==> src/rtl/sdram_boot_pkg.sv <==
`timescale 1ns/1ps
package sdram_boot_pkg;

  // {cs_n, ras_n, cas_n, we_n}
  typedef enum logic [3:0] {
    CMD_MRS = 4'b0000,
    CMD_REF = 4'b0001,
    CMD_PRE = 4'b0010,
    CMD_NOP = 4'b0111
  } sd_cmd_e;

  typedef enum logic [2:0] {
    ST_WAIT,
    ST_PRE,
    ST_PRE_W,
    ST_REF,
    ST_REF_W,
    ST_MRS,
    ST_MRS_W,
    ST_DONE
  } boot_state_e;

  // Address bit that selects all banks on a precharge
  localparam int ALL_BANK_BIT = 10;

endpackage

==> src/rtl/boot_timer.sv <==
`timescale 1ns/1ps
// Loadable down-counter shared by the start-up wait and all recovery windows.
module boot_timer #(
  parameter int W       = 8,
  parameter int RST_VAL = 0
) (
  input  logic         clk,
  input  logic         rst,
  input  logic         load,
  input  logic [W-1:0] load_val,
  output logic         expired
);
  logic [W-1:0] cnt_q;

  always_ff @(posedge clk) begin
    if (rst)                 cnt_q <= W'(RST_VAL);
    else if (load)           cnt_q <= load_val;
    else if (cnt_q != '0)    cnt_q <= cnt_q - 1'b1;
  end

  assign expired = (cnt_q == '0);
endmodule

==> src/rtl/boot_mode_word.sv <==
`timescale 1ns/1ps
// Packs the configuration fields into the address-pin mode word.
module boot_mode_word #(
  parameter int ADDR_W = 12
) (
  input  logic [2:0]        burst_len,
  input  logic              burst_type,
  input  logic [2:0]        cas_lat,
  input  logic              wr_single,
  output logic [ADDR_W-1:0] word
);
  always_comb begin
    word      = '0;
    word[2:0] = burst_len;
    word[3]   = burst_type;
    word[6:4] = cas_lat;
    word[8:7] = 2'b00;      // normal operation, no test mode
    word[9]   = wr_single;
  end
endmodule

==> src/rtl/boot_pin_drive.sv <==
`timescale 1ns/1ps
// Output register stage for every pin the sequencer drives.
module boot_pin_drive
  import sdram_boot_pkg::*;
#(
  parameter int ADDR_W = 12
) (
  input  logic              clk,
  input  logic              rst,
  input  sd_cmd_e           cmd_d,
  input  logic [ADDR_W-1:0] addr_d,
  input  logic              ready_d,
  output logic              cs_n,
  output logic              ras_n,
  output logic              cas_n,
  output logic              we_n,
  output logic [ADDR_W-1:0] addr,
  output logic              cke,
  output logic              dqm,
  output logic              ready
);
  sd_cmd_e cmd_q;

  always_ff @(posedge clk) begin
    if (rst) begin
      cmd_q <= CMD_NOP;
      addr  <= '0;
      cke   <= 1'b1;
      dqm   <= 1'b1;
      ready <= 1'b0;
    end else begin
      cmd_q <= cmd_d;
      addr  <= addr_d;
      cke   <= 1'b1;
      dqm   <= ~ready_d;
      ready <= ready_d;
    end
  end

  assign {cs_n, ras_n, cas_n, we_n} = cmd_q;
endmodule

==> src/rtl/sdram_boot_seq.sv <==
`timescale 1ns/1ps
// Power-up sequencer: wait, precharge all, mode set and refreshes, then ready.
module sdram_boot_seq
  import sdram_boot_pkg::*;
#(
  parameter int ADDR_W    = 12,
  parameter int WAIT_CYC  = 10000,  // start-up wait in cycles (>= 1)
  parameter int T_RP      = 3,      // precharge recovery (>= 2)
  parameter int T_RC      = 7,      // refresh cycle time (>= 2)
  parameter int T_MRD     = 2,      // mode-set recovery (>= 2)
  parameter int N_REF     = 8,      // number of refreshes (>= 1)
  parameter bit REF_FIRST = 1'b0    // 1: refreshes before the mode set
) (
  input  logic              clk,
  input  logic              rst,
  input  logic [2:0]        cfg_burst_len,
  input  logic              cfg_burst_type,
  input  logic [2:0]        cfg_cas_lat,
  input  logic              cfg_wr_single,
  output logic              sd_cs_n,
  output logic              sd_ras_n,
  output logic              sd_cas_n,
  output logic              sd_we_n,
  output logic [ADDR_W-1:0] sd_addr,
  output logic              sd_cke,
  output logic              sd_dqm,
  output logic              init_done
);
  localparam int TMAX_A = (WAIT_CYC > T_RP) ? WAIT_CYC : T_RP;
  localparam int TMAX_B = (T_RC > T_MRD) ? T_RC : T_MRD;
  localparam int TMAX   = (TMAX_A > TMAX_B) ? TMAX_A : TMAX_B;
  localparam int TW     = $clog2(TMAX + 1);
  localparam int RCW    = $clog2(N_REF + 1);

  boot_state_e       st_q, st_d;
  logic              t_load, t_zero;
  logic [TW-1:0]     t_val;
  logic [RCW-1:0]    ref_cnt_q;
  logic              ref_inc;
  logic [ADDR_W-1:0] mode_word;
  sd_cmd_e           cmd_d;
  logic [ADDR_W-1:0] addr_d;

  boot_timer #(.W(TW), .RST_VAL(WAIT_CYC - 1)) u_timer (
    .clk      (clk),
    .rst      (rst),
    .load     (t_load),
    .load_val (t_val),
    .expired  (t_zero)
  );

  boot_mode_word #(.ADDR_W(ADDR_W)) u_mode (
    .burst_len  (cfg_burst_len),
    .burst_type (cfg_burst_type),
    .cas_lat    (cfg_cas_lat),
    .wr_single  (cfg_wr_single),
    .word       (mode_word)
  );

  // Sequencing
  always_comb begin
    st_d    = st_q;
    t_load  = 1'b0;
    t_val   = '0;
    ref_inc = 1'b0;
    unique case (st_q)
      ST_WAIT:  if (t_zero) st_d = ST_PRE;
      ST_PRE: begin
        t_load = 1'b1;
        t_val  = TW'(T_RP - 2);
        st_d   = ST_PRE_W;
      end
      ST_PRE_W: if (t_zero) st_d = REF_FIRST ? ST_REF : ST_MRS;
      ST_REF: begin
        t_load  = 1'b1;
        t_val   = TW'(T_RC - 2);
        ref_inc = 1'b1;
        st_d    = ST_REF_W;
      end
      ST_REF_W: begin
        if (t_zero) begin
          if (ref_cnt_q == RCW'(N_REF)) st_d = REF_FIRST ? ST_MRS : ST_DONE;
          else                          st_d = ST_REF;
        end
      end
      ST_MRS: begin
        t_load = 1'b1;
        t_val  = TW'(T_MRD - 2);
        st_d   = ST_MRS_W;
      end
      ST_MRS_W: if (t_zero) st_d = REF_FIRST ? ST_DONE : ST_REF;
      ST_DONE:  st_d = ST_DONE;
      default:  st_d = ST_WAIT;
    endcase
  end

  always_ff @(posedge clk) begin
    if (rst) begin
      st_q      <= ST_WAIT;
      ref_cnt_q <= '0;
    end else begin
      st_q <= st_d;
      if (ref_inc) ref_cnt_q <= ref_cnt_q + 1'b1;
    end
  end

  // Command and address for the state being left
  always_comb begin
    cmd_d  = CMD_NOP;
    addr_d = '0;
    unique case (st_q)
      ST_PRE: begin
        cmd_d                = CMD_PRE;
        addr_d[ALL_BANK_BIT] = 1'b1;
      end
      ST_REF: cmd_d = CMD_REF;
      ST_MRS: begin
        cmd_d  = CMD_MRS;
        addr_d = mode_word;
      end
      default: ;
    endcase
  end

  boot_pin_drive #(.ADDR_W(ADDR_W)) u_pins (
    .clk     (clk),
    .rst     (rst),
    .cmd_d   (cmd_d),
    .addr_d  (addr_d),
    .ready_d (st_q == ST_DONE),
    .cs_n    (sd_cs_n),
    .ras_n   (sd_ras_n),
    .cas_n   (sd_cas_n),
    .we_n    (sd_we_n),
    .addr    (sd_addr),
    .cke     (sd_cke),
    .dqm     (sd_dqm),
    .ready   (init_done)
  );
endmodule

==> config.mk <==
export PLATFORM = sky130hd
export DESIGN_NAME = sdram_boot_seq
export DESIGN_NICKNAME = d
export VERILOG_FILES = /design/src/rtl/sdram_boot_pkg.sv /design/src/rtl/boot_timer.sv /design/src/rtl/boot_mode_word.sv /design/src/rtl/boot_pin_drive.sv /design/src/rtl/sdram_boot_seq.sv
export SDC_FILE = /design/constraint.sdc
export NUM_CORES = 1
export LEC_CHECK = 0
export ABC_AREA = 1
export BUFFER_PORTS_ARGS = -buffer_cell sky130_fd_sc_hd__buf_2
export CORE_MARGIN = 2
export CORE_UTILIZATION = 53
export CTS_CLUSTER_SIZE = 30
export DETAILED_ROUTE_END_ITERATION = 10
export PLACE_DENSITY = 0.83
export SLEW_MARGIN = 20
export SYNTH_ARGS = -nofsm -noshare
export SYNTH_HDL_FRONTEND = slang
export SYNTH_SLANG_ARGS = --single-unit
==> constraint.sdc <==
create_clock -name clk -period 1.86 [get_ports clk]
set_clock_uncertainty 0.1 [all_clocks]
set_input_delay 0.186 -clock clk [delete_from_list [all_inputs] [get_ports clk]]
set_output_delay 0.186 -clock clk [all_outputs]
set_load 0.05 [all_outputs]
==> flow_metrics.py <==
metrics = {
    "status": {
        "status": "complete, but fails checks",
        "failed_checks": "DRC",
    },
    "worst_setup_path": {
        "crit_required_ps": 2000,
        "worstPathCellList": "inv_1, ha_1, nand2_2, nor2_8, nand2_1, nand4_1, nand2_1",
        "arrival_ps": 1680,
        "crit_top_cell": "nand2_1",
        "end_kind": "flip-flop",
        "r2r_cells": 7,
        "reg2reg_slack_ps": 320,
        "rr_endpoint": "u_timer.cnt_q[3]$_SDFFE_PP1P_",
        "crit_fanout": 7,
        "crit_path_start_kind": "flip-flop",
        "critical_path_class": "reg2reg",
        "max_stage_delay_ps": 330,
        "r2r-start": "u_timer.cnt_q[0]$_SDFFE_PP1P_",
        "crit_slowest_cell": "dfxtp_1",
    },
    "logic_synthesis": {
        "synthDistinctLibCells": 25,
        "syn_area_per_cell_um2": 7.208,
        "synthesis.area_mm2": 0.001600,
        "synth_area_leaders": "dfxtp_1, nand2_1, nor2_1, inv_1, nand3_1",
        "netlist_instances": 222,
        "yosysWarnings": 0,
        "yosys.area.top_type": "dfxtp_1",
        "ys_seq_area_share_pct": 43.78,
        "synth_top_area_share_pct": 43.78,
        "ys_ff_latch": 35,
    },
    "floorplan": {
        "dieArea_mm2": 0.003475,
        "ioPinCount": 29,
        "die_x_um": 58.95,
        "initial_utilization_pct": 57.05,
        "core-area_mm2": 0.002805,
        "num_rows": 19,
        "die-height_um": 58.95,
    },
    "placed_design": {
        "dp_hpwl_um": 2311,
        "place_area_mm2": 0.001719,
        "io_buffers": 23,
        "finalWeightedCongestion": 0.8314,
    },
    "power_and_ir_drop": {
        "p_leak_nw": 0.9218,
        "p_seq_share_pct": 49.8,
        "internal_power_mw": 1.204,
        "p_comb_share_pct": 5.5,
        "clkPwrFrac_pct": 44.7,
        "power_switching_share_pct": 20.97,
        "p_sw_mw": 0.3195,
        "p_per_area_mw_per_mm2": 800.1,
        "vdd_drop_max_mv": 0.8881,
    },
    "clocking": {
        "cts_buffers": 5,
        "cts_buffer_depth": 2,
        "clockRootBuffer": "clkbuf_4",
        "cts-resized-gates": 0,
        "cts_sinks": 35,
        "htreeDepth": 2,
        "cts_tree": "done",
        "clk-insertion-delay-late_ps": 340,
        "path_clk_slew_ps": 110,
        "post_cts_buffers": 0,
    },
    "route": {
        "drcViolationCount": 3,
        "wire_per_inst_um": 11.10,
        "routed_via_density": 4.882,
        "drt_wl_total_um": 3197,
        "vias": 1406,
        "drtAntennaViolNets": 0,
        "drt-initial-drc-count": 46,
        "drt-pass1-iter-count": 7,
    },
    "min_path": {
        "whs_endpoint": "st_q[2]$_SDFFE_PP0P_",
        "whs_path_depth": 2,
        "worstHoldStart": "rst",
        "hold_class": "in2reg",
    },
    "grt": {
        "met2_usage_pct": 35.71,
        "antenna_found_initial": 0,
        "grt-busiest-layer": "met2",
        "grt_max_degree": 13,
        "grt_pass1_vias": 1369,
        "grt_overflow": 0,
        "use_met1_pct": 26.34,
        "grt_pass1_wl_um": 5713,
        "grt_use_met3_pct": 7.473,
        "grt_use_total_pct": 21.92,
    },
    "cells_and_area": {
        "area_delta_synth_final_pct": 19.00,
        "multi_input_area_um2": 729.5,
        "fin_area_mm2": 0.001904,
        "layout_common_cells": "nand2_1, dfxtp_1, nor2_1",
        "final_common_cell": "nand2_1",
        "fill_cells": 233,
        "antenna_cells": 0,
        "fin_nets": 269,
        "regArea_um2": 700.7,
        "drive_gt1_share_pct": 18.68,
    },
    "sta": {
        "period_minus_slack_ps": 1542,
        "maxSlewViolCount": 0,
        "hold_viol_final": 0,
        "rsz0062_at_grt": "no",
        "fmax_mhz": 648.5,
        "setup_viol": 0,
        "fin_tns_setup_ps": 0,
        "period_share_pct": 82.91,
    },
    "job": {
        "maxCapViolCount": 0,
    },
}
[sequential cells by signal (all words and copies together), names as in the netlist]
register and count:
u_pins.ready 1, u_timer.cnt_q 14, st_q 3, ref_cnt_q 4, u_pins.addr 9, u_pins.cmd_q 3
u_pins.dqm 1
[per-stage QoR]
stage                     instances  utilization, %  setup slack [ps]  hold slack, ps  power [mW]
final                           288           67.89             317.9           54.57       1.524
after global routing            288           67.89             173.7           46.18       1.582
after CTS                       288           67.89             326.2           46.62       1.532
after detailed placement        272           61.28             345.2           307.2      0.8457
after global placement          272           61.28             384.1           298.2      0.8433
after floorplan                 225               -             487.2           198.2      0.8363
[logic make-up after synthesis]
logic type | count (synthesis) | share of synthesized area, %
buffers and inverters | 42 | 11.34
flip-flops | 35 | 43.78
adder cells (fa/ha/maj) | 3 | 2.346
other | 2 | 0.4693
AND/OR/NAND/NOR | 118 | 33.85
XOR/XNOR | 3 | 1.642
AO/OA/AOI/OAI | 19 | 6.567
[power by group through the flow]
stage               sequential [mW]  clock, mW  combinational [mW]
finish                        0.758      0.682              0.0839
global route                  0.760      0.727              0.0949
CTS                           0.758      0.690              0.0836
detailed placement            0.775          0              0.0704
global placement              0.775          0              0.0681
floorplan                     0.775          0              0.0616
[Yosys cell counts]
master    instances
ha_1              3
nor2_8            1
xnor2_1           1
nand3_4           1
or2_2             1
o211ai_1          2
nand2_2           4
nand4_1           9
nor2_2            4
xor2_1            2
inv_2             4
dfxtp_1          35
conb_1            2
nand2_1          49
buf_4             6
o21ai_0           6
o21bai_1          2
a21oi_1           8
nand3_1          14
nor2_1           34
buf_2             1
inv_1            30
nand3_2           1
clkbuf_1          1
o21ai_1           1
[how the worst max path moves through the flow]
stage                     slack (ps)                           from                             end
final                            320  u_timer.cnt_q[0]$_SDFFE_PP1P_   u_timer.cnt_q[3]$_SDFFE_PP1P_
after global routing             170  u_timer.cnt_q[1]$_SDFFE_PP1P_  u_timer.cnt_q[11]$_SDFFE_PP0P_
after CTS                        330  u_timer.cnt_q[1]$_SDFFE_PP1P_   u_timer.cnt_q[3]$_SDFFE_PP1P_
after detailed placement         350  u_timer.cnt_q[0]$_SDFFE_PP1P_   u_timer.cnt_q[3]$_SDFFE_PP1P_
after global placement           380  u_timer.cnt_q[0]$_SDFFE_PP1P_  u_timer.cnt_q[11]$_SDFFE_PP0P_
after floorplan                  490  u_timer.cnt_q[0]$_SDFFE_PP1P_  u_timer.cnt_q[10]$_SDFFE_PP1P_
[cell type report]
type	instances	area share, %
inverter	34	6.702
clock inverter	3	3.548
clock buffer	5	1.971
tap	31	2.037
multi-input combinational	148	38.30
timing repair buffer	32	10.64
sequential	35	36.79
[per-layer routing]
| layer | vias to the layer above | part of all wire [%] |
|---|---|---|
| li1 | 750 | - |
| met1 | 625 | 46 |
| met2 | 22 | 48 |
| met3 | 9 | 4.0 |
| met4 | 0 | 2.4 |
| met5 | - | 0 |
[repair_timing]
item | in CTS | in global routing
hold endpoints to repair | 8 | 0
hold buffers | 8 | 0
setup endpoints to repair | 0 | 0
[critical path, delay by kind of cell (launching register included)]
| kind | cells | cell delay [ps] |
|---|---|---|
| and+or+nand+nor | 5 | 690 |
| DFF | 1 | 330 |
| adders and majority gates | 1 | 240 |
| buffers and inverters | 1 | 70 |
Note: power is estimated with default switching activity, not from simulation.
